## src/rtl/uart_tx_pkg.sv

```systemverilog
package uart_tx_pkg;

    typedef enum logic [2:0] {
        ST_IDLE,
        ST_START,
        ST_DATA,
        ST_PARITY,
        ST_STOP,
        ST_BREAK,
        ST_GAP
    } tx_state_e;

    // Committed high word: [6:5] length code, [4] buffer mode,
    // [3] two stops, [2] even sense, [1] parity on, [0] break.
    typedef struct packed {
        logic [1:0] wlen;
        logic       fifo_on;
        logic       stop2;
        logic       even;
        logic       par_on;
        logic       brk;
    } line_cfg_t;

    localparam logic [1:0] SEL_LOW  = 2'd0;
    localparam logic [1:0] SEL_MID  = 2'd1;
    localparam logic [1:0] SEL_HIGH = 2'd2;

endpackage

```

## src/rtl/uart_cfg_stage.sv

```systemverilog
module uart_cfg_stage
    import uart_tx_pkg::*;
#(
    parameter int WORD_W = 8
) (
    input  logic                  clk,
    input  logic                  rst_n,
    input  logic                  we,
    input  logic [1:0]            sel,
    input  logic [WORD_W-1:0]     wdata,
    output line_cfg_t             cfg,
    output logic [2*WORD_W-1:0]   div
);

    localparam int CFG_W = $bits(line_cfg_t);

    logic [WORD_W-1:0] shadow_lo, shadow_mid;
    logic [WORD_W-1:0] act_lo, act_mid;
    line_cfg_t         act_hi;

    always_ff @(posedge clk or negedge rst_n) begin
        if (!rst_n) begin
            shadow_lo  <= '0;
            shadow_mid <= '0;
            act_lo     <= '0;
            act_mid    <= '0;
            act_hi     <= '0;
        end else if (we) begin
            unique case (sel)
                SEL_LOW:  shadow_lo  <= wdata;
                SEL_MID:  shadow_mid <= wdata;
                SEL_HIGH: begin
                    act_lo  <= shadow_lo;
                    act_mid <= shadow_mid;
                    act_hi  <= line_cfg_t'(wdata[CFG_W-1:0]);
                end
                default: ;
            endcase
        end
    end

    assign cfg = act_hi;
    assign div = {act_mid, act_lo};

    // active settings move only on a high-word write
    assert_commit_on_high_R9: assert property (@(posedge clk) disable iff (!rst_n)
        !(we && sel == SEL_HIGH) |=> $stable({act_lo, act_mid, act_hi}));

endmodule

```

## src/rtl/uart_tx_buffer.sv

```systemverilog
module uart_tx_buffer #(
    parameter int DEPTH  = 16,
    parameter int DATA_W = 8
) (
    input  logic              clk,
    input  logic              rst_n,
    input  logic              single,
    input  logic              push,
    input  logic [DATA_W-1:0] wdata,
    input  logic              pop,
    output logic [DATA_W-1:0] rdata,
    output logic              empty,
    output logic              full
);

    localparam int AW = (DEPTH > 1) ? $clog2(DEPTH) : 1;
    localparam int CW = $clog2(DEPTH + 1);

    logic [DATA_W-1:0] mem [DEPTH];
    logic [AW-1:0]     wptr, rptr;
    logic [CW-1:0]     count;
    logic              accept, take;

    assign empty  = (count == '0);
    assign full   = single ? !empty : (count == CW'(DEPTH));
    assign accept = push && !full;
    assign take   = pop && !empty;
    assign rdata  = mem[rptr];

    function automatic logic [AW-1:0] bump(input logic [AW-1:0] p);
        return (p == AW'(DEPTH - 1)) ? '0 : p + AW'(1);
    endfunction

    always_ff @(posedge clk) begin
        if (accept) mem[wptr] <= wdata;
    end

    always_ff @(posedge clk or negedge rst_n) begin
        if (!rst_n) begin
            wptr  <= '0;
            rptr  <= '0;
            count <= '0;
        end else begin
            if (accept) wptr <= bump(wptr);
            if (take)   rptr <= bump(rptr);
            unique case ({accept, take})
                2'b10:   count <= count + CW'(1);
                2'b01:   count <= count - CW'(1);
                default: ;
            endcase
        end
    end

    // the buffer never exceeds its capacity
    assert_no_overflow_R7: assert property (@(posedge clk) disable iff (!rst_n)
        count <= CW'(DEPTH));
    // a write while full leaves occupancy unchanged
    assert_drop_when_full_R7: assert property (@(posedge clk) disable iff (!rst_n)
        (push && full && !pop) |=> $stable(count));

endmodule

```

## src/rtl/uart_tx_engine.sv

```systemverilog
module uart_tx_engine
    import uart_tx_pkg::*;
#(
    parameter int DATA_W = 8
) (
    input  logic              clk,
    input  logic              rst_n,
    input  logic              tick,
    input  logic [1:0]        wlen,
    input  logic              par_on,
    input  logic              even,
    input  logic              stop2,
    input  logic              brk,
    input  logic              avail,
    input  logic [DATA_W-1:0] rdata,
    output logic              pop,
    output logic              txd,
    output logic              active
);

    localparam int CNT_W = $clog2(DATA_W + 1);

    tx_state_e         state, state_n;
    logic [DATA_W-1:0] shreg, mask;
    logic [CNT_W-1:0]  bitcnt, nbits, nbits_n;
    logic              par_l, stop2_l, pbit, stopcnt;

    assign nbits_n = CNT_W'(5) + CNT_W'(wlen);

    always_comb begin
        for (int i = 0; i < DATA_W; i++) mask[i] = (i < int'(nbits_n));
    end

    // next state and pop decision
    always_comb begin
        state_n = state;
        pop     = 1'b0;
        unique case (state)
            ST_IDLE, ST_GAP: begin
                if (tick) begin
                    if (brk)        state_n = ST_BREAK;
                    else if (avail) begin state_n = ST_START; pop = 1'b1; end
                    else            state_n = ST_IDLE;
                end
            end
            ST_START:  if (tick) state_n = ST_DATA;
            ST_DATA: begin
                if (tick && bitcnt == nbits - CNT_W'(1))
                    state_n = par_l ? ST_PARITY : ST_STOP;
            end
            ST_PARITY: if (tick) state_n = ST_STOP;
            ST_STOP: begin
                if (tick && (!stop2_l || stopcnt)) begin
                    if (brk)        state_n = ST_BREAK;
                    else if (avail) begin state_n = ST_START; pop = 1'b1; end
                    else            state_n = ST_IDLE;
                end
            end
            ST_BREAK:  if (tick && !brk) state_n = ST_GAP;
            default:   state_n = ST_IDLE;
        endcase
    end

    // state register
    always_ff @(posedge clk or negedge rst_n) begin
        if (!rst_n) state <= ST_IDLE;
        else        state <= state_n;
    end

    // frame datapath
    always_ff @(posedge clk or negedge rst_n) begin
        if (!rst_n) begin
            shreg   <= '0;
            bitcnt  <= '0;
            nbits   <= CNT_W'(5);
            par_l   <= 1'b0;
            stop2_l <= 1'b0;
            pbit    <= 1'b0;
            stopcnt <= 1'b0;
        end else if (pop) begin
            shreg   <= rdata;
            bitcnt  <= '0;
            nbits   <= nbits_n;
            par_l   <= par_on;
            stop2_l <= stop2;
            pbit    <= (^(rdata & mask)) ^ ~even;
            stopcnt <= 1'b0;
        end else if (tick) begin
            if (state == ST_DATA) begin
                shreg  <= shreg >> 1;
                bitcnt <= bitcnt + CNT_W'(1);
            end
            if (state == ST_STOP) stopcnt <= 1'b1;
        end
    end

    // outputs
    always_comb begin
        unique case (state)
            ST_START, ST_BREAK: txd = 1'b0;
            ST_DATA:            txd = shreg[0];
            ST_PARITY:          txd = pbit;
            default:            txd = 1'b1;
        endcase
    end

    assign active = (state != ST_IDLE);

    // a pop never occurs on an empty buffer
    assert_pop_needs_data_R7: assert property (@(posedge clk) disable iff (!rst_n)
        pop |-> avail);
    // a frame in flight runs to its stop bits even if break arrives
    assert_frame_not_cut_R10: assert property (@(posedge clk) disable iff (!rst_n)
        (state == ST_DATA) |=> (state inside {ST_DATA, ST_PARITY, ST_STOP}));
    // no start bit directly follows break
    assert_gap_after_break_R11: assert property (@(posedge clk) disable iff (!rst_n)
        (state == ST_BREAK) |=> (state != ST_START));

endmodule

```

## src/rtl/uart_frame_tx.sv

```systemverilog
module uart_frame_tx
    import uart_tx_pkg::*;
#(
    parameter int WORD_W = 8,
    parameter int DEPTH  = 16
) (
    input  logic                clk,
    input  logic                rst_n,
    input  logic                cfg_we,
    input  logic [1:0]          cfg_sel,
    input  logic [WORD_W-1:0]   cfg_wdata,
    input  logic                tx_we,
    input  logic [WORD_W-1:0]   tx_wdata,
    input  logic                baud_tick,
    output logic                txd,
    output logic                busy,
    output logic                full,
    output logic [2*WORD_W-1:0] baud_div
);

    line_cfg_t         cfg;
    logic              empty, pop, active;
    logic [WORD_W-1:0] rdata;

    uart_cfg_stage #(.WORD_W(WORD_W)) u_stage (
        .clk   (clk),
        .rst_n (rst_n),
        .we    (cfg_we),
        .sel   (cfg_sel),
        .wdata (cfg_wdata),
        .cfg   (cfg),
        .div   (baud_div)
    );

    uart_tx_buffer #(.DEPTH(DEPTH), .DATA_W(WORD_W)) u_buf (
        .clk    (clk),
        .rst_n  (rst_n),
        .single (!cfg.fifo_on),
        .push   (tx_we),
        .wdata  (tx_wdata),
        .pop    (pop),
        .rdata  (rdata),
        .empty  (empty),
        .full   (full)
    );

    uart_tx_engine #(.DATA_W(WORD_W)) u_eng (
        .clk    (clk),
        .rst_n  (rst_n),
        .tick   (baud_tick),
        .wlen   (cfg.wlen),
        .par_on (cfg.par_on),
        .even   (cfg.even),
        .stop2  (cfg.stop2),
        .brk    (cfg.brk),
        .avail  (!empty),
        .rdata  (rdata),
        .pop    (pop),
        .txd    (txd),
        .active (active)
    );

    assign busy = active || !empty;

    // an idle block holds the line high
    assert_idle_line_high_R12: assert property (@(posedge clk) disable iff (!rst_n)
        !busy |-> txd);

endmodule

```

## config.mk

```make
export PLATFORM = sky130hd
export DESIGN_NAME = uart_frame_tx
export DESIGN_NICKNAME = d
export VERILOG_FILES = /design/src/rtl/uart_tx_pkg.sv /design/src/rtl/uart_cfg_stage.sv /design/src/rtl/uart_tx_buffer.sv /design/src/rtl/uart_tx_engine.sv /design/src/rtl/uart_frame_tx.sv
export SDC_FILE = /design/constraint.sdc
export NUM_CORES = 1
export LEC_CHECK = 0
export ABC_CLOCK_PERIOD_IN_PS = 10100
export BUFFER_PORTS_ARGS = -buffer_cell sky130_fd_sc_hd__buf_4
export CORE_MARGIN = 5
export CORE_UTILIZATION = 66
export DETAILED_ROUTE_END_ITERATION = 8
export GPL_TIMING_DRIVEN = 0
export PLACE_DENSITY = 0.85
export REMOVE_ABC_BUFFERS = 1
export SLEW_MARGIN = 20
export SYNTH_ARGS = -nofsm -noshare
export SYNTH_HDL_FRONTEND = slang
export SYNTH_HIERARCHICAL = 1
export SYNTH_SLANG_ARGS = --single-unit
```

## constraint.sdc

```tcl
create_clock -name clk -period 10.1 [get_ports clk]
set_input_delay 2.02 -clock clk [delete_from_list [all_inputs] [get_ports clk]]
set_output_delay 2.02 -clock clk [all_outputs]
set_load 0.02 [all_outputs]
```

==> impl_metrics.json <==
{
  "status": "finished, final reports clean",
  "tightestPinTransition_ns": 0.944,
  "path_class": "in -> reg",
  "cts_max_level": 1,
  "grt_pass1_wl_um": 28300,
  "dp_hpwl_um": 10400,
  "power_density_nw_per_um2": 284,
  "post_cts_resized": 0,
  "grt-ovfl-total": 0,
  "synth_top_cell_area_share": 0.446,
  "hold_path_class": "reg -> reg",
  "vias": 4902,
  "insertion_delay_ns": 0.49,
  "finalCritPeriodShare": 0.448,
  "drt_iter0_drc": 439,
  "maxCapViolCount": 0,
  "reg2reg_slack_ns": 6.02,
  "fin_skew_ns": 0.0121,
  "maxSlewHeadroom": 0.368,
  "postRouteAntennaNets": 0,
  "synthMuxAreaShare": 0.142,
  "slowest_stage": "or4_4",
  "min_to": "u_eng/nbits[2]$_DFFE_PN1P_",
  "cts_tree": "done",
  "irDropWorstVdd_v": 0.000205,
  "syn_to_final_growth_pct": 12.7,
  "rows": 41,
  "path_clk_slew_ns": 0.06,
  "total_leakage_power_nw": 3.66,
  "diodes": 0,
  "path_cells": "buf_4 > nand2_2 > or4_4 > inv_4 > o21ai_1 > inv_1 > ha_1 > xor2_1 > ha_1 > nor3_1 > o2111ai_1 > o311ai_0 > xor2_1",
  "whs_ns": 0.486,
  "final_common_cell": "edfxtp_1",
  "arrival_ns": 4.88,
  "vias_per_cell": 6.32,
  "ys_seq_area_frac": 0.664,
  "regArea_um2": 5730,
  "hold_buffers": 0,
  "rsz0062_at_grt": "false",
  "min_path_cells": 2,
  "gp_congestion": 0.826,
  "drt_wl_total_um": 17500,
  "post_cts.repair.setup_buffers": 0,
  "finalSetupViolations": 0,
  "fillers": 720,
  "synth_cell_types": 58,
  "grt_util_all_layers": 0.230,
  "placed_area_um2": 9030,
  "max_freq_mhz": 221,
  "r2r_end": "u_buf/count[4]$_DFFE_PN0P_",
  "finalSetupTns_ns": 0,
  "die_area_um2": 15400,
  "startpoint_type": "input port",
  "r2r_start": "u_buf/count[1]$_DFFE_PN0P_",
  "wire_per_inst_um": 22.6,
  "finish.net_count": 626,
  "worstHoldStart": "u_eng/nbits[2]$_DFFE_PN1P_",
  "grt_max_degree": 76,
  "first_pass_iters": 5,
  "die_w_um": 124,
  "layout_common_cells": "edfxtp_1, dfrtp_1, nand2_1",
  "drv_slew": 0,
  "stdcell_area_um2": 9710,
  "yosys-top-cells-area": "edfxtp_1, dfrtp_1, mux4_2, mux2_2, nand2_1",
  "synthArstFlopShare": 0.369,
  "synthFlopType": "edfxtp_1",
  "cp_max_fo": 24,
  "start_util": 0.677,
  "slowest_delay_ns": 0.64,
  "period_needed_ns": 4.52,
  "clockBufferDepth": 3,
  "numPortBuffers": 41,
  "synth_compound_area_frac": 0.0465,
  "io-pin-count": 42,
  "syn_area_um2": 8610,
  "synth_fa_ha_area_frac": 0.0203,
  "die_h_um": 124,
  "final-hold-violation-count": 0,
  "cts_root_buffer": "clkbuf_16",
  "synth.avg_cell_area_um2": 15.7,
  "syn_inst": 550,
  "drive_above_1_share": 0.276,
  "cts_made_buffers": 21,
  "yosys.area_share.simple": 0.0764,
  "ys_warn_count": 6,
  "synth_area_leader_cell": "edfxtp_1",
  "multiInputGateArea_um2": 2700,
  "cp-end-kind": "flop",
  "r2r_cells": 14,
  "cts.sinks": 203,
  "drc": 0,
  "synth_top_family_by_area": "multiplexers",
  "synth_xor_area_frac": 0.0254,
  "antenna_found_initial": 0,
  "synth_edf_count": 128,
  "ys_ff_latch": 203,
  "required_ns": 10.45,
  "core_um2": 12700,
  "grt_pass1_vias": 5102
}
## stage by stage
step	setup slack [ns]	util	total power, mW	cells
detailed placement	5.15	0.710	1.99	738
floorplan	5.69	-	1.75	524
CTS	5.65	0.763	2.77	776
finish	5.58	0.763	2.76	776
global route	5.46	0.763	2.90	776
global placement	5.23	0.706	1.94	737
## sequential cells by signal, indices dropped and copies added, names as in the netlist, 3 cells and up
| signal | count |
|---|---|
| u_buf/count | 5 |
| u_buf/mem | 128 |
| u_buf/rptr | 4 |
| u_buf/wptr | 4 |
| u_eng/bitcnt | 4 |
| u_eng/nbits | 4 |
| u_eng/shreg | 8 |
| u_eng/state | 3 |
| u_stage/act_lo | 8 |
| u_stage/act_mid | 8 |
| u_stage/cfg | 7 |
| u_stage/shadow_lo | 8 |
| u_stage/shadow_mid | 8 |
## routing by layer
| layer | vias to the layer above | part of all wire | wire (um) | global-route usage |
|---|---|---|---|---|
| li1 | 2147 | - | - | - |
| met1 | 2506 | 0.38 | 6600 | 0.298 |
| met2 | 206 | 0.53 | 9370 | 0.396 |
| met3 | 43 | 0.058 | 1030 | 0.0390 |
| met4 | 0 | 0.031 | 539 | 0.0825 |
| met5 | - | 0 | 0 | 0 |
## logic make-up after synthesis
kind of cell	after synthesis
XOR/XNOR	25
flip-flops	203
AO/OA/AOI/OAI	59
AND/OR/NAND/NOR	132
multiplexers	75
adder cells (fa/ha/maj)	14
buffers and inverters	42
## where the power goes
part | total (mW) | leakage [nW] | internal [mW] | switching (mW)
Clock | 0.759 | 0.337 | 0.453 | 0.307
Combinational | 0.818 | 1.27 | 0.397 | 0.420
Sequential | 1.18 | 2.05 | 1.02 | 0.161
## layout make-up
| type | count | share of cell area |
|---|---|---|
| Clock inverter | 10 | 0.0110 |
| Timing Repair Buffer | 42 | 0.0338 |
| Inverter | 16 | 0.00657 |
| Tap cell | 172 | 0.0222 |
| Multi-Input combinational cell | 305 | 0.278 |
| Sequential cell | 203 | 0.590 |
| Clock buffer | 28 | 0.0590 |
## synthesized netlist by cell type, types with 5 or more instances
master,n
buf_2,6
xnor2_1,15
a31oi_1,8
nand2_1,52
inv_1,14
buf_1,5
o21ai_0,8
buf_6,5
nor2_1,34
mux2_2,39
nand3_1,5
a22oi_1,17
mux4_2,32
nor3_1,9
edfxtp_1,128
nand2b_1,6
xor2_1,10
a21oi_1,7
clkbuf_1,7
ha_1,14
dfrtp_1,73
## worst max-delay path, delay by kind of cell
kind            cells  cell delay (ns)
simple gates        3             0.77
buf+inv             3             0.54
compound gates      3             0.55
fa+ha+maj           2             0.60
xor+xnor            2             0.38
## worst max path at each step
| stage | cells after the start | from | slack, ns | to |
|---|---|---|---|---|
| 2_1_floorplan | 12 | baud_tick | 5.69 | u_buf/count[4]$_DFFE_PN0P_ |
| 3_3_place_gp | 13 | baud_tick | 5.23 | u_buf/count[4]$_DFFE_PN0P_ |
| 3_5_place_dp | 13 | baud_tick | 5.15 | u_buf/count[4]$_DFFE_PN0P_ |
| 4_1_cts | 13 | baud_tick | 5.65 | u_buf/count[4]$_DFFE_PN0P_ |
| 5_1_grt | 13 | baud_tick | 5.46 | u_buf/count[4]$_DFFE_PN0P_ |
| 6_report | 13 | baud_tick | 5.58 | u_buf/count[4]$_DFFE_PN0P_ |
Note: power is estimated with default switching activity, not from simulation.
